===== src/rtl/freqmeas_pkg.sv =====
package freqmeas_pkg;
  typedef enum logic [1:0] {
    ST_ARM,
    ST_COUNT,
    ST_DIVIDE
  } measState_t;

  // strobes from control to datapath
  typedef struct packed {
    logic       clearCount;
    logic       runCount;
    logic       startDiv;
    logic       loadResult;
    logic [1:0] rangeSel;
  } dpStrobes_t;
endpackage


===== src/rtl/freqmeas_datapath.sv =====
module freqmeas_datapath
  import freqmeas_pkg::*;
#(
  parameter int unsigned REF_HZ   = 1000000,
  parameter int unsigned SCALE    = 1000,
  parameter int unsigned MAX_CODE = 100000,
  parameter int unsigned CNT_W    = 32,
  parameter int unsigned NUM_W    = 48
) (
  input  logic        clk,
  input  logic        rstN,
  input  logic        sigIn,
  input  logic        inputStatic,
  input  dpStrobes_t  strobes,
  output logic        sigRise,
  output logic        divBusy,
  output logic        divDone,
  output logic [31:0] freqOut
);
  localparam longint unsigned SCALE_K = longint'(REF_HZ) * longint'(SCALE);
  localparam int unsigned     BIT_W   = $clog2(NUM_W + 1);
  localparam logic [NUM_W-1:0] SCALE_VEC = NUM_W'(SCALE_K);

  // input synchroniser and edge detect
  logic [2:0] syncPipe;
  always_ff @(posedge clk) begin
    if (!rstN) syncPipe <= '0;
    else       syncPipe <= {syncPipe[1:0], sigIn};
  end
  assign sigRise = syncPipe[1] & ~syncPipe[2];

  // reference-cycle counter, saturating
  logic [CNT_W-1:0] refCount;
  always_ff @(posedge clk) begin
    if (!rstN)                                   refCount <= '0;
    else if (strobes.clearCount)                 refCount <= '0;
    else if (strobes.runCount && refCount != '1) refCount <= refCount + 1'b1;
  end

  // restoring divider, one quotient bit per cycle
  logic [CNT_W:0]   remReg, divisorReg;
  logic [NUM_W-1:0] quoReg;
  logic [BIT_W-1:0] bitsLeft;
  logic [CNT_W+1:0] trial, diff;
  logic             trialGe;
  logic [NUM_W-1:0] dividend;

  assign dividend = SCALE_VEC << {strobes.rangeSel, 1'b0};
  assign trial    = {remReg, quoReg[NUM_W-1]};
  assign trialGe  = trial >= {1'b0, divisorReg};
  assign diff     = trial - {1'b0, divisorReg};

  always_ff @(posedge clk) begin
    if (!rstN) begin
      remReg     <= '0;
      divisorReg <= '0;
      quoReg     <= '0;
      bitsLeft   <= '0;
      divBusy    <= 1'b0;
      divDone    <= 1'b0;
    end else if (strobes.startDiv) begin
      remReg     <= '0;
      divisorReg <= {1'b0, refCount} + 1'b1;
      quoReg     <= dividend;
      bitsLeft   <= BIT_W'(NUM_W);
      divBusy    <= 1'b1;
      divDone    <= 1'b0;
    end else if (divBusy) begin
      remReg   <= trialGe ? diff[CNT_W:0] : trial[CNT_W:0];
      quoReg   <= {quoReg[NUM_W-2:0], trialGe};
      bitsLeft <= bitsLeft - 1'b1;
      if (bitsLeft == BIT_W'(1)) begin
        divBusy <= 1'b0;
        divDone <= 1'b1;
      end
    end else begin
      divDone <= 1'b0;
    end
  end

  // publish with saturation and static override
  logic overRange;
  assign overRange = quoReg > NUM_W'(MAX_CODE);

  always_ff @(posedge clk) begin
    if (!rstN)                   freqOut <= '0;
    else if (inputStatic)        freqOut <= '0;
    else if (strobes.loadResult) freqOut <= overRange ? 32'hFFFF_FFFF : quoReg[31:0];
  end

  assert_sat_code_R6: assert property (@(posedge clk) disable iff (!rstN)
    freqOut != 32'hFFFF_FFFF |-> freqOut <= MAX_CODE);

  assert_static_zero_R7: assert property (@(posedge clk) disable iff (!rstN)
    $past(inputStatic) |-> freqOut == 32'd0);

  assert_done_follows_busy_R2: assert property (@(posedge clk) disable iff (!rstN)
    $rose(divDone) |-> $fell(divBusy));
endmodule


===== src/rtl/freqmeas_ctrl.sv =====
module freqmeas_ctrl
  import freqmeas_pkg::*;
#(
  parameter int unsigned RANGE_W = 2
) (
  input  logic               clk,
  input  logic               rstN,
  input  logic [RANGE_W-1:0] rangeReq,
  input  logic               gateEn,
  input  logic               inputStatic,
  input  logic               sigRise,
  input  logic               divBusy,
  input  logic               divDone,
  output dpStrobes_t         strobes,
  output logic [RANGE_W-1:0] rangeAck
);
  localparam int unsigned EDGE_W = 2 * ((1 << RANGE_W) - 1) + 1;

  measState_t         state;
  logic [RANGE_W-1:0] workRange;
  logic [EDGE_W-1:0]  edgeCnt;
  logic [EDGE_W-1:0]  periodsNeeded;
  logic               lastEdge;

  assign periodsNeeded = EDGE_W'(1) << {workRange, 1'b0};
  assign lastEdge      = (edgeCnt + 1'b1) == periodsNeeded;

  always_comb begin
    strobes            = '0;
    strobes.rangeSel   = workRange;
    strobes.clearCount = (state == ST_ARM) && sigRise && !inputStatic;
    strobes.runCount   = (state == ST_COUNT);
    strobes.startDiv   = (state == ST_COUNT) && sigRise && lastEdge && !inputStatic;
    strobes.loadResult = (state == ST_DIVIDE) && divDone && !gateEn && !inputStatic;
  end

  always_ff @(posedge clk) begin
    if (!rstN) begin
      state     <= ST_ARM;
      workRange <= '0;
      edgeCnt   <= '0;
      rangeAck  <= '0;
    end else begin
      case (state)
        ST_ARM: if (strobes.clearCount) begin
          if (!gateEn) workRange <= rangeReq;
          edgeCnt <= '0;
          state   <= ST_COUNT;
        end
        ST_COUNT: begin
          if (inputStatic)           state <= ST_ARM;
          else if (strobes.startDiv) state <= ST_DIVIDE;
          else if (sigRise)          edgeCnt <= edgeCnt + 1'b1;
        end
        ST_DIVIDE: if (divDone) begin
          if (strobes.loadResult) rangeAck <= workRange;
          state <= ST_ARM;
        end
        default: state <= ST_ARM;
      endcase
    end
  end

  assert_ack_needs_done_R3: assert property (@(posedge clk) disable iff (!rstN)
    !$stable(rangeAck) |-> $past(divDone));

  assert_start_idle_R4: assert property (@(posedge clk) disable iff (!rstN)
    strobes.startDiv |-> !divBusy);

  assert_ack_gate_hold_R5: assert property (@(posedge clk) disable iff (!rstN)
    $past(gateEn) |-> $stable(rangeAck));
endmodule


===== src/rtl/freqmeas_top.sv =====
module freqmeas_top
  import freqmeas_pkg::*;
#(
  parameter int unsigned REF_HZ   = 1000000,
  parameter int unsigned SCALE    = 1000,
  parameter int unsigned MAX_CODE = 100000,
  parameter int unsigned CNT_W    = 32,
  parameter int unsigned NUM_W    = 48
) (
  input  logic        clk,
  input  logic        rstN,
  input  logic        sigIn,
  input  logic [1:0]  rangeReq,
  input  logic        gateEn,
  input  logic        inputStatic,
  output logic [31:0] freqOut,
  output logic [1:0]  rangeAck
);
  dpStrobes_t strobes;
  logic       sigRise, divBusy, divDone;

  freqmeas_ctrl #(.RANGE_W(2)) i_ctrl (
    .clk(clk), .rstN(rstN), .rangeReq(rangeReq), .gateEn(gateEn),
    .inputStatic(inputStatic), .sigRise(sigRise), .divBusy(divBusy),
    .divDone(divDone), .strobes(strobes), .rangeAck(rangeAck)
  );

  freqmeas_datapath #(
    .REF_HZ(REF_HZ), .SCALE(SCALE), .MAX_CODE(MAX_CODE),
    .CNT_W(CNT_W), .NUM_W(NUM_W)
  ) i_datapath (
    .clk(clk), .rstN(rstN), .sigIn(sigIn), .inputStatic(inputStatic),
    .strobes(strobes), .sigRise(sigRise), .divBusy(divBusy),
    .divDone(divDone), .freqOut(freqOut)
  );

  assert_gate_hold_R5: assert property (@(posedge clk) disable iff (!rstN)
    $past(gateEn) && !$past(inputStatic) |-> $stable(freqOut));
endmodule


===== config.mk =====
export PLATFORM = sky130hd
export DESIGN_NAME = freqmeas_top
export DESIGN_NICKNAME = d
export VERILOG_FILES = /design/src/rtl/freqmeas_pkg.sv /design/src/rtl/freqmeas_datapath.sv /design/src/rtl/freqmeas_ctrl.sv /design/src/rtl/freqmeas_top.sv
export SDC_FILE = /design/constraint.sdc
export NUM_CORES = 1
export LEC_CHECK = 0
export ABC_AREA = 0
export BUFFER_PORTS_ARGS = -buffer_cell sky130_fd_sc_hd__buf_2
export CORE_AREA = 3 3 103 178
export DETAILED_ROUTE_END_ITERATION = 16
export DIE_AREA = 0 0 106 181
export HOLD_SLACK_MARGIN = 0.1
export PLACE_DENSITY = 0.86
export RECOVER_POWER = 25
export SETUP_SLACK_MARGIN = 0.1
export SYNTH_ARGS = -nofsm -noshare
export SYNTH_HDL_FRONTEND = slang
export SYNTH_SLANG_ARGS = --single-unit
export TNS_END_PERCENT = 30

===== constraint.sdc =====
create_clock -name clk -period 4 [get_ports clk]
set_clock_uncertainty 0.15 [all_clocks]
set_input_delay 0.2 -clock clk [delete_from_list [all_inputs] [get_ports clk]]
set_output_delay 0.2 -clock clk [all_outputs]
set_load 0.01 [all_outputs]

* After elaboration in Yosys (flattened, before gate mapping)
Index checks and enable logic that the tools add are counted.
** Storage, ports and cells
- Bits in registers :: 202
- Input bits :: 7
- Output and inout port bits :: 34
- Word-level logic and storage cells :: 80
** Cells by class
- $add $sub $neg :: 5
- $lt $le $gt $ge :: 2
- Equal/unequal tests :: 11
- Shift operators :: 2
- Muxes and demuxes :: 19
- Bitwise logic cells :: 5
- Reductions and logical operators :: 22
** Operator list (number)
- 2-to-1 mux 48 bit :: 2
- greater-than comparator 48 x 17 -> 1 bit, second input constant :: 1
- left shift 30 x 3 -> 48 bit, first input constant :: 1
- greater-or-equal comparator 34 x 33 -> 1 bit :: 1
- adder 32 x 1 -> 33 bit, second input constant :: 1
- 2-to-1 mux 33 bit :: 1
- subtractor 33 bit :: 1
- adder 32 x 1 -> 32 bit, second input constant :: 1
- 2-to-1 mux 32 bit :: 1
- inequality test 32 bit, second input constant :: 1
- 2-to-1 mux 7 bit :: 4
- case mux 7 bit (2 select lines) :: 1
- 2-to-1 mux 6 bit :: 2
- logical AND 1 bit :: 9
- AND reduction 3 bit :: 3
- 2-to-1 mux 2 bit :: 4
- adder 7 x 1 -> 7 bit, second input constant :: 1
- equality test 7 bit :: 1
- left shift 1 x 3 -> 7 bit, first input constant :: 1
- equality test 6 x 1 -> 1 bit, second input constant :: 1
- inequality test 2 bit, second input constant :: 3
- case mux 2 bit (3 select lines) :: 1
- OR reduction 2 bit :: 3
- subtractor 6 x 1 -> 6 bit, second input constant :: 1
- other kinds (12) :: 20

* Depth between registers and ports, before layout
- Depth in word-level cells :: 8
- Gate-level depth with buffers :: 14
- Gate-level depth less buffers :: 13

* Hierarchy
A second synthesis with hierarchy kept.
** Second synthesis, totals
- Cells, all modules :: 1254
- Area total of the unflattened synthesis :: 10685.2 sq um
** Modules (own cells, without submodules)
- freqmeas_datapath :: instances 1, cells an instance 1147, area each 9804.4 sq um, sequential area each 3783.6 sq um
- freqmeas_ctrl :: instances 1, cells an instance 107, area each 880.8 sq um, sequential area each 260.2 sq um

* Least setup slack after synthesis
No wires, ideal clock.
- Path type :: flip-flop to flip-flop
- Start point :: register i_datapath.quoReg[47]
- End point :: register i_datapath.remReg[32]
- Library setup time :: 0.070 ns
- Data arrival time :: 2.800 ns
- Data required time :: 3.780 ns
- Slack :: 0.980 ns
- Cell stages (with the launch flop) :: 14
- Path buffers :: 0
- Clock period less this slack :: 3.020 ns
- Cell sequence :: dfxtp_1 inv_1 ha_1 inv_1 fa_1 a21oi_2 o22ai_2 o21ai_0 o41ai_1 a311oi_1 o2111ai_1 and3_1 o31a_1 a21oi_1
** Between the ends
- Longest elaborated chain between the ends :: 2
- Elaborated cells between the ends (all ways) :: 3
- Classes of those cells :: add/sub (1); order compare (1); mux (1)
** RTL lines
- start, declared :: line freqmeas_datapath.sv:42 : logic [NUM_W-1:0] quoReg;
- start signal, assigned :: line freqmeas_datapath.sv:64 : quoReg <= dividend;
- start signal, assigned :: line freqmeas_datapath.sv:70 : quoReg <= {quoReg[NUM_W-2:0], trialGe};
- subtractor 33 bit / greater-or-equal comparator 34 x 33 -> 1 bit (equally long branches) :: line freqmeas_datapath.sv:51, freqmeas_datapath.sv:50
- 2-to-1 mux 33 bit (*) :: line freqmeas_datapath.sv:69 : remReg <= trialGe ? diff[CNT_W:0] : trial[CNT_W:0];
- end signal, assigned :: line freqmeas_datapath.sv:69
- end, declared :: line freqmeas_datapath.sv:41 : logic [CNT_W:0] remReg, divisorReg;
Mark *: on every way between the ends. The rest lies on a longest branch, timed or not.
A chain may end at the register's enable or synchronous reset.

* Worst setup path in the final report
- Start point :: register i_datapath.quoReg[47]
- End point :: register i_datapath.remReg[28]
The elaborated chain is that of the path after synthesis.

==> out/summary.txt <==
=====================================================================================
Result of the run                                                        finished, violations left
Violated checks                                                          max-capacitance violations, max-slew violations
Clock tree buffer depth                                                             3
Area of the placeable core                                                 17000 um^2
Number of antenna violations at the first check in global routing                   0
DRT iter0 DRCs                                                                    395
Count of input and output buffers                                                  40
Share of total power in sequential cells                                        0.521
Post-synth EDFFs                                                                    0
Diodes inserted                                                                     0
Class of the worst hold path                                                in -> reg
Sink Count                                                                        202
Share of synthesized flip-flops with an asynchronous set or reset                   0
Final routed DRC violation total                                                    0
Clock slew seen by the registers of the worst setup and hold paths            0.07 ns
X dimension of the die                                                         106 um
Yosys warnings                                                                      0
Level count of the clock H-tree                                                     1
Post-layout instance count excluding filler cells                                1458
Nature of the critical path startpoint                                       register
Worst-path cell with the longest stage delay                             sky130_fd_sc_hd__a2111oi_4
Average cell area after synthesis                                           8.67 um^2
Total count of max-transition violations in the final report                       35
Nets                                                                             1275
Number of resized instances in the post-cts repair step                             0
Fin worst setup slack                                                        0.480 ns
Io pins                                                                            41
Cell variety after synth                                                           75
Crit-path max cell delay                                                      0.45 ns
Power Internal                                                                3.02 mW
Synthesized cell area                                                      10400 um^2
RSZ-0062 raised after global routing                                            false
CP Buf/Inv Count                                                                    2
Routed Antenna Nets                                                                 0
Die H                                                                          181 um
Proportion of total power due to net switching                                  0.219
DP Worst Slack                                                               0.508 ns
Data arrival time of the critical path                                        3.71 ns
Share of the yosys chip area belonging to registers                             0.388
GRT busiest layer                                                                met2
Most frequent standard cell in the layout excluding fill and tap cells   sky130_fd_sc_hd__dfxtp_1
Total wirelength of the detailed-routed design                               25400 um
Worst-skew pair later-pin latency                                             0.50 ns
Highest ir drop seen on vdd                                                  0.420 mV
Overall power after layout                                                    3.87 mW
Clock Root Buffer                                                        sky130_fd_sc_hd__clkbuf_16
Hold violation total from the final report                                          0
Pin count of the biggest net entering global routing                               65
Crit end category                                                            register
CP delay by family, top                                                  compound AO/OA/AOI/OAI gates
Total GRT Usage                                                                 0.261
Cell area power density                                                   341 nW/um^2
Placed cell count                                                                1418
Share of final-layout standard cells stronger than drive strength 1            0.0682
Fraction of the cycle the final worst path needs                                0.880
Number of global-route vias before repair                                        8918
Critical path type                                                         reg -> reg
GR met3 Demand/Resource                                                        0.0340
Post-Syn Nets                                                                    1256
Mean number of vias per cell                                                     6.08
Wire length of the first global-routing pass                                 41700 um
Leakage power                                                                 4.34 nW
Worst Tran Pin Value                                                          1.59 ns
Full die area                                                              19200 um^2
Final number of setup-violating endpoints                                           0
Via count                                                                        8871
Total negative setup slack                                                       0 ns
Core occupancy in the finished layout                                           0.667
CTS buffer count                                                                   19
Routability-driven placement congestion ratio                                   0.948
Met2 usage                                                                      0.514
TritonCTS clock tree                                                            built
Total grt overflow                                                                  0
Top achievable clock speed                                                    284 MHz
Number of max-capacitance violations reported                                       1
Area added between synthesis and finish                                         8.81%
Cell type with the highest occurrence count on the critical path         sky130_fd_sc_hd__inv_1
Global-route track usage on met1                                                0.256
Period minus WS final                                                         3.52 ns
Number of synthesized register bits                                               202
Length of the first detailed-routing pass in iterations                             5
Initial standard-cell utilization of the core                                   0.613
Tightest slew margin relative to the limit                                    -0.0584
Number of filler cells placed in the layout                                      1385
Syn Inst Count                                                                   1203
Part of the power in the clock network                                          0.442
Most common flop cell mapped by yosys                                    sky130_fd_sc_hd__dfxtp_1
P_sw                                                                         0.847 mW
Critical Path, Cell by Cell                                              inv_1, ha_1, inv_1, fa_1, a21oi_2, o22ai_2, o211ai_2, a2111oi_4, o2111ai_2, a21bo_2, nand2_4, mux2i_1, a211oi_2
Combinational share of power                                                    0.037
Average wire per standard cell                                                17.4 um
Leading cell types in the layout, fill and taps excluded                 sky130_fd_sc_hd__dfxtp_1 (201), sky130_fd_sc_hd__a21oi_1 (96), sky130_fd_sc_hd__nor2_1 (95)
Site row count                                                                     63
Required time at the endpoint of the critical path                            4.19 ns
Maximum net fanout on the critical path                                            30
Hpwl dp                                                                      17500 um
=====================================================================================
-- what timing repair did --
item,in CTS,in global routing
buffers inserted,0,0
hold buffers,10,0
hold endpoints to repair,9,0
-- final timing paths --
kind                           from                     end  slack, ns  depth (start not counted)
min                          gateEn  i_datapath.freqOut[16]       0.15                          4
min reg2reg  i_datapath.syncPipe[0]  i_datapath.syncPipe[1]       0.29                          1
max           i_datapath.quoReg[47]   i_datapath.remReg[28]       0.48                         13
max reg2reg   i_datapath.quoReg[47]   i_datapath.remReg[28]       0.48                         13
-- worst min-delay path, stage by stage --
cell                      delay [ns]
sky130_fd_sc_hd__buf_2          0.12
sky130_fd_sc_hd__nor4b_1        0.11
sky130_fd_sc_hd__nand2_1        0.14
sky130_fd_sc_hd__o221a_2        0.20
-- flip-flops by register name (all words and copies together), names as in the netlist, 3 cells and up --
signal and cells:
i_datapath.quoReg 48, i_datapath.divisorReg 33, i_datapath.remReg 33, i_datapath.freqOut 32, i_datapath.refCount 32, i_ctrl.edgeCnt 7, i_datapath.bitsLeft 6, i_datapath.syncPipe 3
-- cell usage after synthesis (all sizes together) (2+ instances only) --
| master | instances | area (um^2) |
|---|---|---|
| a31o | 4 | 35.0 |
| ha | 45 | 563 |
| a211oi | 15 | 128 |
| xnor2 | 42 | 368 |
| nor4 | 12 | 75.1 |
| a21boi | 8 | 63.8 |
| o31ai | 4 | 30.0 |
| nor2b | 11 | 68.8 |
| o221a | 18 | 203 |
| and3 | 10 | 62.6 |
| nor3 | 22 | 115 |
| xor2 | 39 | 342 |
| nand3 | 27 | 140 |
| nand2b | 14 | 87.6 |
| mux2i | 75 | 751 |
| nand2 | 89 | 342 |
| o211ai | 7 | 57.6 |
| o211a | 3 | 30.0 |
| dfxtp | 202 | 4040 |
| and2 | 15 | 93.8 |
| or2 | 3 | 18.8 |
| nand4 | 16 | 100 |
| or3 | 23 | 144 |
| inv | 53 | 199 |
| nand3b | 4 | 30.0 |
| a31oi | 4 | 25.0 |
| a21oi | 98 | 498 |
| o21ai | 83 | 415 |
| a2111oi | 2 | 36.3 |
| o22ai | 34 | 219 |
| buf | 9 | 66.3 |
| a21o | 12 | 90.1 |
| o2111ai | 2 | 23.8 |
| clkbuf | 56 | 214 |
| o21bai | 4 | 30.0 |
| o31a | 3 | 26.3 |
| nor2 | 96 | 363 |
| o41ai | 2 | 17.5 |
| o21a | 21 | 158 |
-- through the flow --
stage               instance area (um^2)  hold WS (ns)
global placement                   10700         0.261
floorplan                          10400         0.177
finish                             11300         0.150
detailed placement                 10700         0.265
global route                       11300         0.186
CTS                                11400         0.104
-- per-layer routing --
| layer | up-vias | share of wire |
|---|---|---|
| met5 | - | 0 |
| met4 | 0 | 0.054 |
| met3 | 110 | 0.047 |
| met2 | 305 | 0.55 |
| met1 | 4135 | 0.35 |
| li1 | 4321 | - |
-- logic make-up after synthesis --
logic type | after synthesis | share of synthesized area
buf+inv | 119 | 0.0463
simple gates | 348 | 0.163
mux | 75 | 0.0720
flops | 202 | 0.388
compound gates | 332 | 0.207
xor+xnor | 81 | 0.0680
fa+ha+maj | 46 | 0.0559
-- power groups by stage --
stage / combinational [mW] / sequential (mW) / clock, mW
after floorplan: 0.104 / 2.06 / 0
after global placement: 0.134 / 2.06 / 0
after detailed placement: 0.136 / 2.06 / 0
after CTS: 0.141 / 2.02 / 1.73
after global routing: 0.157 / 2.02 / 1.81
final: 0.144 / 2.02 / 1.71
-- cell type report --
cell class | instances | area, um^2 | area share
clock buffers | 24 | 504 | 0.0444
inverters | 54 | 203 | 0.0179
flip-flops and latches | 202 | 4050 | 0.357
clock inverters | 6 | 66.3 | 0.00584
well taps | 227 | 284 | 0.0250
repair buffers | 63 | 344 | 0.0303
multi-input cells | 882 | 5900 | 0.520
No activity file was read; power rests on OpenSTA's default activity.
